[config.mk]
export PLATFORM = sky130hd
export DESIGN_NAME = i2cm_cmd_reg
export DESIGN_NICKNAME = d
export VERILOG_FILES = /design/src/rtl/i2cm_cmd_pkg.sv /design/src/rtl/i2cm_cmd_decode.sv /design/src/rtl/i2cm_mode_flag.sv /design/src/rtl/i2cm_stop_ctrl.sv /design/src/rtl/i2cm_cmd_reg.sv
export SDC_FILE = /design/constraint.sdc
export NUM_CORES = 1
export LEC_CHECK = 0
export BUFFER_PORTS_ARGS = -buffer_cell sky130_fd_sc_hd__buf_2
export CAP_MARGIN = 20
export CORE_MARGIN = 2
export CORE_UTILIZATION = 25
export DETAILED_ROUTE_END_ITERATION = 12
export PLACE_DENSITY = 0.76
export REMOVE_ABC_BUFFERS = 1
export SETUP_SLACK_MARGIN = 0.1
export SYNTH_ARGS = -nofsm -noshare
export SYNTH_HDL_FRONTEND = slang
export SYNTH_SLANG_ARGS = --single-unit
[constraint.sdc]
create_clock -name clk -period 0.88 [get_ports clk]
set_input_delay 0.088 -clock clk [delete_from_list [all_inputs] [get_ports clk]]
set_output_delay 0.088 -clock clk [all_outputs]
set_load 0.01 [all_outputs]
[src/rtl/i2cm_cmd_pkg.sv]
package i2cm_cmd_pkg;

    localparam int unsigned BIT_MON   = 0;
    localparam int unsigned BIT_MOFF  = 1;
    localparam int unsigned BIT_SMON  = 4;
    localparam int unsigned BIT_SMOFF = 5;
    localparam int unsigned BIT_RST   = 7;
    localparam int unsigned BIT_STOP  = 8;

    localparam int unsigned NFLAG    = 2;
    localparam int unsigned FLAG_MST = 0;
    localparam int unsigned FLAG_SMB = 1;

    typedef struct packed {
        logic [NFLAG-1:0] set;
        logic [NFLAG-1:0] clr;
        logic             rst;
        logic             stop;
    } cmd_strobe_t;

    typedef struct packed {
        logic pend;
        logic hold;
        logic halt;
    } stop_state_t;

endpackage

[src/rtl/i2cm_cmd_decode.sv]
module i2cm_cmd_decode
    import i2cm_cmd_pkg::*;
#(
    parameter int unsigned ADDR_W  = 8,
    parameter int unsigned DATA_W  = 32,
    parameter int unsigned CMD_OFS = 0
) (
    input  logic              bus_wr,
    input  logic [ADDR_W-1:0] bus_addr,
    input  logic [DATA_W-1:0] bus_wdata,
    output cmd_strobe_t       strb
);

    localparam logic [ADDR_W-1:0] OFS = ADDR_W'(CMD_OFS);
    localparam logic [DATA_W-1:0] CMD_MASK =
        (DATA_W'(1) << BIT_MON)  | (DATA_W'(1) << BIT_MOFF) |
        (DATA_W'(1) << BIT_SMON) | (DATA_W'(1) << BIT_SMOFF) |
        (DATA_W'(1) << BIT_RST)  | (DATA_W'(1) << BIT_STOP);

    logic hit;
    logic unused_rsvd;

    always_comb begin
        hit  = bus_wr && (bus_addr == OFS);
        strb = '0;
        strb.set[FLAG_MST] = hit && bus_wdata[BIT_MON];
        strb.clr[FLAG_MST] = hit && bus_wdata[BIT_MOFF];
        strb.set[FLAG_SMB] = hit && bus_wdata[BIT_SMON];
        strb.clr[FLAG_SMB] = hit && bus_wdata[BIT_SMOFF];
        strb.rst           = hit && bus_wdata[BIT_RST];
        strb.stop          = hit && bus_wdata[BIT_STOP];
        unused_rsvd        = ^(bus_wdata & ~CMD_MASK);
    end

endmodule

[src/rtl/i2cm_mode_flag.sv]
module i2cm_mode_flag (
    input  logic clk,
    input  logic rst_n,
    input  logic set,
    input  logic clr,
    output logic q
);

    logic flag_d, flag_q;

    always_comb begin
        flag_d = flag_q;
        if (set) flag_d = 1'b1;
        if (clr) flag_d = 1'b0;
    end

    always_ff @(posedge clk or negedge rst_n) begin
        if (!rst_n) flag_q <= 1'b0;
        else        flag_q <= flag_d;
    end

    assign q = flag_q;

endmodule

[src/rtl/i2cm_stop_ctrl.sv]
module i2cm_stop_ctrl
    import i2cm_cmd_pkg::*;
(
    input  logic clk,
    input  logic rst_n,
    input  logic halt_cmd,
    input  logic stop_cmd,
    input  logic resume_cmd,
    input  logic xfer_active,
    input  logic shf_idle,
    input  logic stop_done,
    output logic stop_req,
    output logic xfer_hold,
    output logic halt
);

    stop_state_t st_d, st_q;

    always_comb begin
        st_d      = st_q;
        st_d.halt = 1'b0;
        if (halt_cmd) begin
            st_d.pend = 1'b0;
            st_d.hold = 1'b0;
            st_d.halt = 1'b1;
        end else begin
            if (st_q.pend && stop_done) begin
                st_d.pend = 1'b0;
                st_d.hold = 1'b1;
            end else begin
                if (stop_cmd && xfer_active) st_d.pend = 1'b1;
                if (resume_cmd)              st_d.hold = 1'b0;
            end
        end
    end

    always_ff @(posedge clk or negedge rst_n) begin
        if (!rst_n) st_q <= '0;
        else        st_q <= st_d;
    end

    assign stop_req  = st_q.pend && shf_idle;
    assign xfer_hold = st_q.hold;
    assign halt      = st_q.halt;

endmodule

[src/rtl/i2cm_cmd_reg.sv]
module i2cm_cmd_reg
    import i2cm_cmd_pkg::*;
#(
    parameter int unsigned ADDR_W  = 8,
    parameter int unsigned DATA_W  = 32,
    parameter int unsigned CMD_OFS = 0
) (
    input  logic              clk,
    input  logic              rst_n,
    input  logic              bus_wr,
    input  logic [ADDR_W-1:0] bus_addr,
    input  logic [DATA_W-1:0] bus_wdata,
    output logic [DATA_W-1:0] bus_rdata,
    input  logic              shf_idle,
    input  logic              xfer_active,
    input  logic              stop_done,
    output logic              master_on,
    output logic              smbus_on,
    output logic              stop_req,
    output logic              halt,
    output logic              xfer_hold
);

    cmd_strobe_t      strb;
    logic [NFLAG-1:0] flags;

    i2cm_cmd_decode #(
        .ADDR_W (ADDR_W),
        .DATA_W (DATA_W),
        .CMD_OFS(CMD_OFS)
    ) u_dec (
        .bus_wr   (bus_wr),
        .bus_addr (bus_addr),
        .bus_wdata(bus_wdata),
        .strb     (strb)
    );

    for (genvar g = 0; g < NFLAG; g++) begin : g_flag
        i2cm_mode_flag u_flag (
            .clk  (clk),
            .rst_n(rst_n),
            .set  (strb.set[g]),
            .clr  (strb.clr[g]),
            .q    (flags[g])
        );
    end

    i2cm_stop_ctrl u_stop (
        .clk        (clk),
        .rst_n      (rst_n),
        .halt_cmd   (strb.rst && flags[FLAG_MST]),
        .stop_cmd   (strb.stop),
        .resume_cmd (strb.set[FLAG_MST]),
        .xfer_active(xfer_active),
        .shf_idle   (shf_idle),
        .stop_done  (stop_done),
        .stop_req   (stop_req),
        .xfer_hold  (xfer_hold),
        .halt       (halt)
    );

    assign master_on = flags[FLAG_MST];
    assign smbus_on  = flags[FLAG_SMB];
    assign bus_rdata = '0;

endmodule

==> results of run 1 <==
-- how the worst max path moves through the flow --
stage / start / end / depth (start not counted)
floorplan: u_stop.st_q[2] / u_stop.st_q[2] / 3
global placement: bus_addr[1] / g_flag[1].u_flag.q / 5
detailed placement: bus_addr[1] / u_stop.st_q[2] / 4
CTS: u_stop.st_q[2] / stop_req / 3
global route: u_stop.st_q[2] / u_stop.st_q[2] / 4
finish: u_stop.st_q[2] / stop_req / 3
-- registers in the layout, indices dropped and copies added, names as in the netlist --
| name | count |
|---|---|
| u_stop.xfer_hold | 1 |
| u_stop.halt | 1 |
| u_stop.st_q | 1 |
| g_flag.u_flag.q | 2 |
-- routing by layer --
metal | track usage | wire (um) | up-vias
met5 | 0 | 0 | -
li1 | - | - | 203
met1 | 0.100 | 423 | 190
met4 | 0.0429 | 10 | 0
met2 | 0.137 | 540 | 33
met3 | 0.0429 | 128 | 2
-- power groups by stage --
stage	clock network, uW	logic [uW]	registers, uW
after global routing	294	204	241
after detailed placement	0	156	244
after global placement	0	155	244
after floorplan	0	79.3	247
final	273	186	241
after CTS	279	174	241
-- layout by cell type, fill, tap and decap left out, types with 2 or more instances in the layout --
master    instances
dfrtp_1           5
a41oi_2           2
a21oi_1           2
and3_4            2
clkbuf_4          3
conb_1           32
buf_6             7
a21oi_2           2
buf_2            21
buf_4             6
-- worst max-delay path: stages (launching register included) --
cell	delay [ns]
dfrtp_1	0.40
buf_6	0.12
and2_4	0.13
buf_6	0.11
-- what timing repair did --
| item | CTS | global route |
|---|---|---|
| hold buffers | 1 | 0 |
| setup endpoints to repair | 7 | 10 |
| setup buffers | 3 | 3 |
| hold endpoints to repair | 5 | 0 |
| resized for setup | 6 | 8 |
| pin swaps | 4 | 7 |
-- layout make-up --
cell class              count  area, um2
clock buffers               4       26.3
fillers                   223       1220
multi-input cells          50        294
flip-flops and latches      5        125
well taps                  27       33.8
repair buffers             35        239
-- stage by stage --
stage          utilization  setup TNS [ns]  hold WS, ns
5_1_grt              0.370          -0.743       0.0139
4_1_cts              0.343          -0.527      0.00556
3_5_place_dp         0.298          -0.508      -0.0905
6_report             0.370          -0.577      0.00985
3_3_place_gp         0.298          -0.424      -0.0928
2_1_floorplan            -         -0.0215       -0.208
-- cells by family after synthesis --
| kind of cell | Yosys count | synth area share |
|---|---|---|
| buffers and inverters | 32 | 0.471 |
| AOI/OAI and AO/OA | 8 | 0.108 |
| and+or+nand+nor | 10 | 0.169 |
| other | 1 | 0.00735 |
| DFF | 5 | 0.245 |
==> summary.md, run 1 <==
| Metric | Value |
|---|---|
| Status | complete, but fails checks |
| Violated checks | setup timing |
| Synth async-reset ratio | 1.00 |
| Fmax | 919 MHz |
| Antenna cells | 0 |
| P_leak | between 0.0004 and 0.0005 uW |
| Peak fanout along the critical path | 2 |
| Post-route ant nets | 0 |
| Hold depth | 2 |
| Dpl cells | approximately 110 |
| Largest net degree at the start of global routing | 6 |
| DRT Wirelength | roughly 1100 um |
| Die area | ~0.0024 mm2 |
| Seq pwr share | 0.344 |
| Height of the die | roughly 49 um |
| Logic pwr share | 0.266 |
| VDD IR-drop max | ~0.00054 V |
| Sequential fraction of the synthesis area | 0.245 |
| PortBufs | 24 |
| Top-count cell post-synth | buf_4 |
| Clock Power Share | 0.390 |
| Max Slew Vio Count | 0 |
| CP arrival | 1.00 ns |
| Worst-skew pair later-pin latency | between 0.2 and 0.25 ns |
| Final setup fails | 4 |
| Pre-CTS setup slack | -0.120 ns |
| Reg-to-reg startpoint | u_stop.st_q[2] |
| Post-Synthesis Cells | 56 |
| Overall Power | 701 uW |
| Fin. Hold Viols | 0 |
| Dpl hpwl | ~850 um |
| Crit. End Element | output pin |
| Max cap viols | 0 |
| Most frequent cells after synthesis | 32 x buf_4, 5 x dfrtp_1, 4 x a21oi_1 |
| CTS Root Cell | clkbuf_4 |
| DP Area | slightly below 600 um2 |
| Non-Filler Instances | 121 |
| DR iter-0 viols | 3 |
| Final worst path period share | 1.24 |
| Worst-path clk slew | roughly 0.04 ns |
| RD Place Congestion | roughly 0.73 |
| Cell row count | 16 |
| RSZ-0062 raised after global routing | true |
| Grt total ovfl | 0 |
| Vias per inst | 3.54 |
| Psw | 220 uW |
| Max Root-Sink Buffers | 2 |
| Layout Skew | ~0.0009 ns |
| Worst EP required | 0.79 ns |
| Post-route setup slack | -0.208 ns |
| H-Tree Depth | 1 |
| Cell-internal power | a little under 500 uW |
| Hold Path End | g_flag[1].u_flag.q |
| Syn avg cell area | approximately 9 um2 |
| First-pass GRT wire length | 1610 um |
| Worst R2R Setup Slack | -0.19 ns |
| HP Class | primary input to flop |
| Worst hold start | bus_wdata[5] |
| DRC | 0 |
| Pwr/cell area | 975 mW/mm2 |
| Largest cells by area after synthesis | buf_4 47%, dfrtp_1 25%, nor4_4 4.2% |
| Primary FF master, synth | dfrtp_1 |
| Number of vias after detailed routing | 428 |
| Mapped Area | between 500 and 600 um2 |
| Chip width | 49.2 um |
| Antenna violations before repair | 0 |
| Synth top area share | 0.471 |
| Crit path time final | around 1.1 ns |
| Netlist cell types | 17 |
| Synth Register Bits | 5 |
| Switching Share | 0.313 |
| Sink Count | 5 |
| Routed WL per cell | just over 9 um |
| Layout net count | ~140 |
| YS warnings | 0 |
| I/O pin total | slightly above 80 |
| Placeable Area | roughly 0.0019 mm2 |
| Post-synth EDFFs | 0 |
| CTS tree | yes |
| 1st-pass router iterations | 4 |
| Total track usage | 0.0884 |
| RR Endpoint | u_stop.st_q[2] |
| Cts bufs inserted | 3 |
| Number of global-route vias before repair | approximately 400 |
| Starting Density | 0.263 |
| R2R cell count | 4 |
| WS Path Type | flop to output pin |
| Layout area overhead | 40.7% |
| Layout cell share with drive strength beyond 1 | 0.500 |
| Synth area leader | buf_4 |
| Startpoint Class | flop |
| Cell area after layout | between 700 and 800 um2 |
(Power assumes the default switching activity.)
==> run 2, diff against run 1 <==
--- a/config.mk
+++ b/config.mk
@@ -10,9 +10,11 @@
 export CORE_MARGIN = 2
 export CORE_UTILIZATION = 25
 export DETAILED_ROUTE_END_ITERATION = 12
+export GPL_ROUTABILITY_DRIVEN = 0
 export PLACE_DENSITY = 0.76
 export REMOVE_ABC_BUFFERS = 1
 export SETUP_SLACK_MARGIN = 0.1
+export SKIP_LAST_GASP = 1
 export SYNTH_ARGS = -nofsm -noshare
 export SYNTH_HDL_FRONTEND = slang
 export SYNTH_SLANG_ARGS = --single-unit
==> run 2 against run 1 <==
Effect of this change:
- critical path type unchanged
- via count down 0.23%
- critical path depth did not move
- count of clock-buffer cells in the layout unchanged
- largest cell class unchanged
- the run still ends with setup timing left
- core utilization shrank 0.32 points
- register-to-register slack hardly changed
==> summary.md, run 2 (same netlist as run 1, synthesis figures left out) <==
| Metric | Value |
|---|---|
| Worst-skew pair later-pin latency | 0.25 ns (about the same) |
| Status | complete, but fails checks |
| Peak fanout along the critical path | 2 (unchanged) |
| Slowest cell on crit path | dfrtp_1 |
| Routed WL per cell | 9.11 um (unchanged) |
| Fmax | 917 MHz (-0.16%) |
| Grt total ovfl | 0 (unchanged) |
| Dpl hpwl | 846 um (unchanged) |
| Height of the die | 49.2 um (unchanged) |
| DRC | 0 (unchanged) |
| Max Slew Vio Count | 0 (unchanged) |
| DRT Wirelength | 1100 um (unchanged) |
| Max Root-Sink Buffers | 2 (unchanged) |
| Placeable Area | 0.00194 mm2 (unchanged) |
| Total track usage | 0.0877 (-0.000645) |
| Cell row count | 16 (unchanged) |
| VDD IR-drop max | 0.000543 V (+1.1%) |
| Final worst path period share | 1.24 (+0.00196) |
| Cell family with most CP delay | flip-flops |
| CTS Root Cell | clkbuf_4 |
| Cts bufs inserted | 3 (unchanged) |
| Logic pwr share | 0.263 (-0.003) |
| RSZ-0062 raised after global routing | true |
| Cell mode on critical path | buf_6 |
| Layout area overhead | 39.5% |
| Starting Density | 0.263 (unchanged) |
| Max cap viols | 0 (unchanged) |
| DP Area | 578 um2 (unchanged) |
| Vias per inst | 3.53 (-0.23%) |
| Antenna violations before repair | 0 (unchanged) |
| Layout cell share with drive strength beyond 1 | 0.500 (unchanged) |
| Startpoint Class | flop |
| PortBufs | 24 (unchanged) |
| Cell area after layout | 712 um2 (-0.87%) |
| Switching Share | 0.316 (+0.00288) |
| Psw | 221 uW (+0.82%) |
| Worst R2R Setup Slack | -0.19 ns (about the same) |
| Number of vias after detailed routing | 427 (-0.23%) |
| Pwr/cell area | 983 mW/mm2 (+0.78%) |
| Crit. End Element | output pin |
| Largest net degree at the start of global routing | 6 (unchanged) |
| WS Path Type | flop to output pin |
| Violated checks | setup timing |
| Chip width | 49.2 um (unchanged) |
| Most frequent cells in the layout | 32 x conb_1, 22 x buf_2, 6 x buf_6, 6 x buf_4, 5 x dfrtp_1 |
| Worst hold margin | 0.00824 ns (-0.00161 ns) |
| CP arrival | 1.00 ns (about the same) |
| Die area | 0.00242 mm2 (unchanged) |
| Worst path bufs/invs | 2 (unchanged) |
| 1st-pass router iterations | 2 (-2) |
| First-pass GRT wire length | 1590 um (-1.3%) |
| Crit-path cells | buf_6 -> and2_4 -> buf_6 |
| Number of global-route vias before repair | 392 (+0.26%) |
| HP Class | primary input to flop |
| Fin util | 0.367 (-0.00322) |
| Sink Count | 5 (unchanged) |
| Layout net count | 141 (unchanged) |
| Crit path time final | 1.09 ns (+0.00172 ns) |
| Worst-path clk slew | 0.05 ns (about the same) |
| Max FFs per register | 2 (unchanged) |
| Most common cell after layout, fill and taps aside | conb_1 |
| Post-route setup slack | -0.210 ns (-0.00172 ns) |
| Seq pwr share | 0.345 (about the same) |
| CTS tree | yes |
| Worst EP required | 0.79 ns (about the same) |
| H-Tree Depth | 1 (unchanged) |
| Antenna cells | 0 (unchanged) |
| Clock Power Share | 0.393 (+0.003) |
| Post-route ant nets | 0 (unchanged) |
| Cell-internal power | 478 uW (-0.52%) |
| P_leak | 0.000399 uW (-0.55%) |
| Layout Skew | 0.00197 ns (+0.00106 ns) |
| DR iter-0 viols | 4 (+1) |
| Crit-path max cell delay | 0.40 ns (about the same) |
| Fin. Hold Viols | 0 (unchanged) |
| Final setup fails | 4 (unchanged) |
| I/O pin total | 83 (unchanged) |
## run 2: stage by stage
stage	worst slack, ns	std cells	power (uW)	TNS, ns
3_5_place_dp	-0.120	111	400	-0.508
3_3_place_gp	-0.0995	111	399	-0.424
4_1_cts	-0.211	119	690	-0.527
5_1_grt	-0.260	121	737	-0.760
6_report	-0.210	121	700	-0.594
2_1_floorplan	-0.0215	55	326	-0.0215
## run 2: path summary, 6_finish.rpt
path                                  startpoint            endpoint  depth (start not counted)
worst max-delay path              u_stop.st_q[2]            stop_req                          3
worst min-delay path                bus_wdata[5]  g_flag[1].u_flag.q                          2
worst max register to register    u_stop.st_q[2]      u_stop.st_q[2]                          4
worst min register to register  u_stop.xfer_hold    u_stop.xfer_hold                          2
max in group asynchronous                  rst_n    u_stop.xfer_hold                          2
min in group asynchronous                  rst_n      u_stop.st_q[2]                          2
## run 2: final cells by class
cell class                 instances  area [um2]
tap                               27        33.8
multi-input combinational         50         294
fill                             226        1230
timing repair buffer              35         233
sequential                         5         125
clock buffer                       4        26.3
## run 2: power groups by stage
stage | clock network (uW) | logic, uW | registers (uW)
5_1_grt | 294 | 201 | 241
3_5_place_dp | 0 | 156 | 244
2_1_floorplan | 0 | 79.3 | 247
3_3_place_gp | 0 | 155 | 244
4_1_cts | 279 | 171 | 241
6_report | 275 | 184 | 241
## run 2: metal layers
metal,share of wire,track usage
met5,0,0
met4,0.0091,0.0429
met2,0.48,0.137
met1,0.39,0.0985
met3,0.12,0.0429
## run 2: repair_timing
item | CTS | global route
pin swaps | 4 | 5
hold buffers | 1 | 0
endpoints found under the setup margin | 7 | 10
buffers inserted | 3 | 3
endpoints found under the hold margin | 5 | 0
resized for setup | 5 | 8
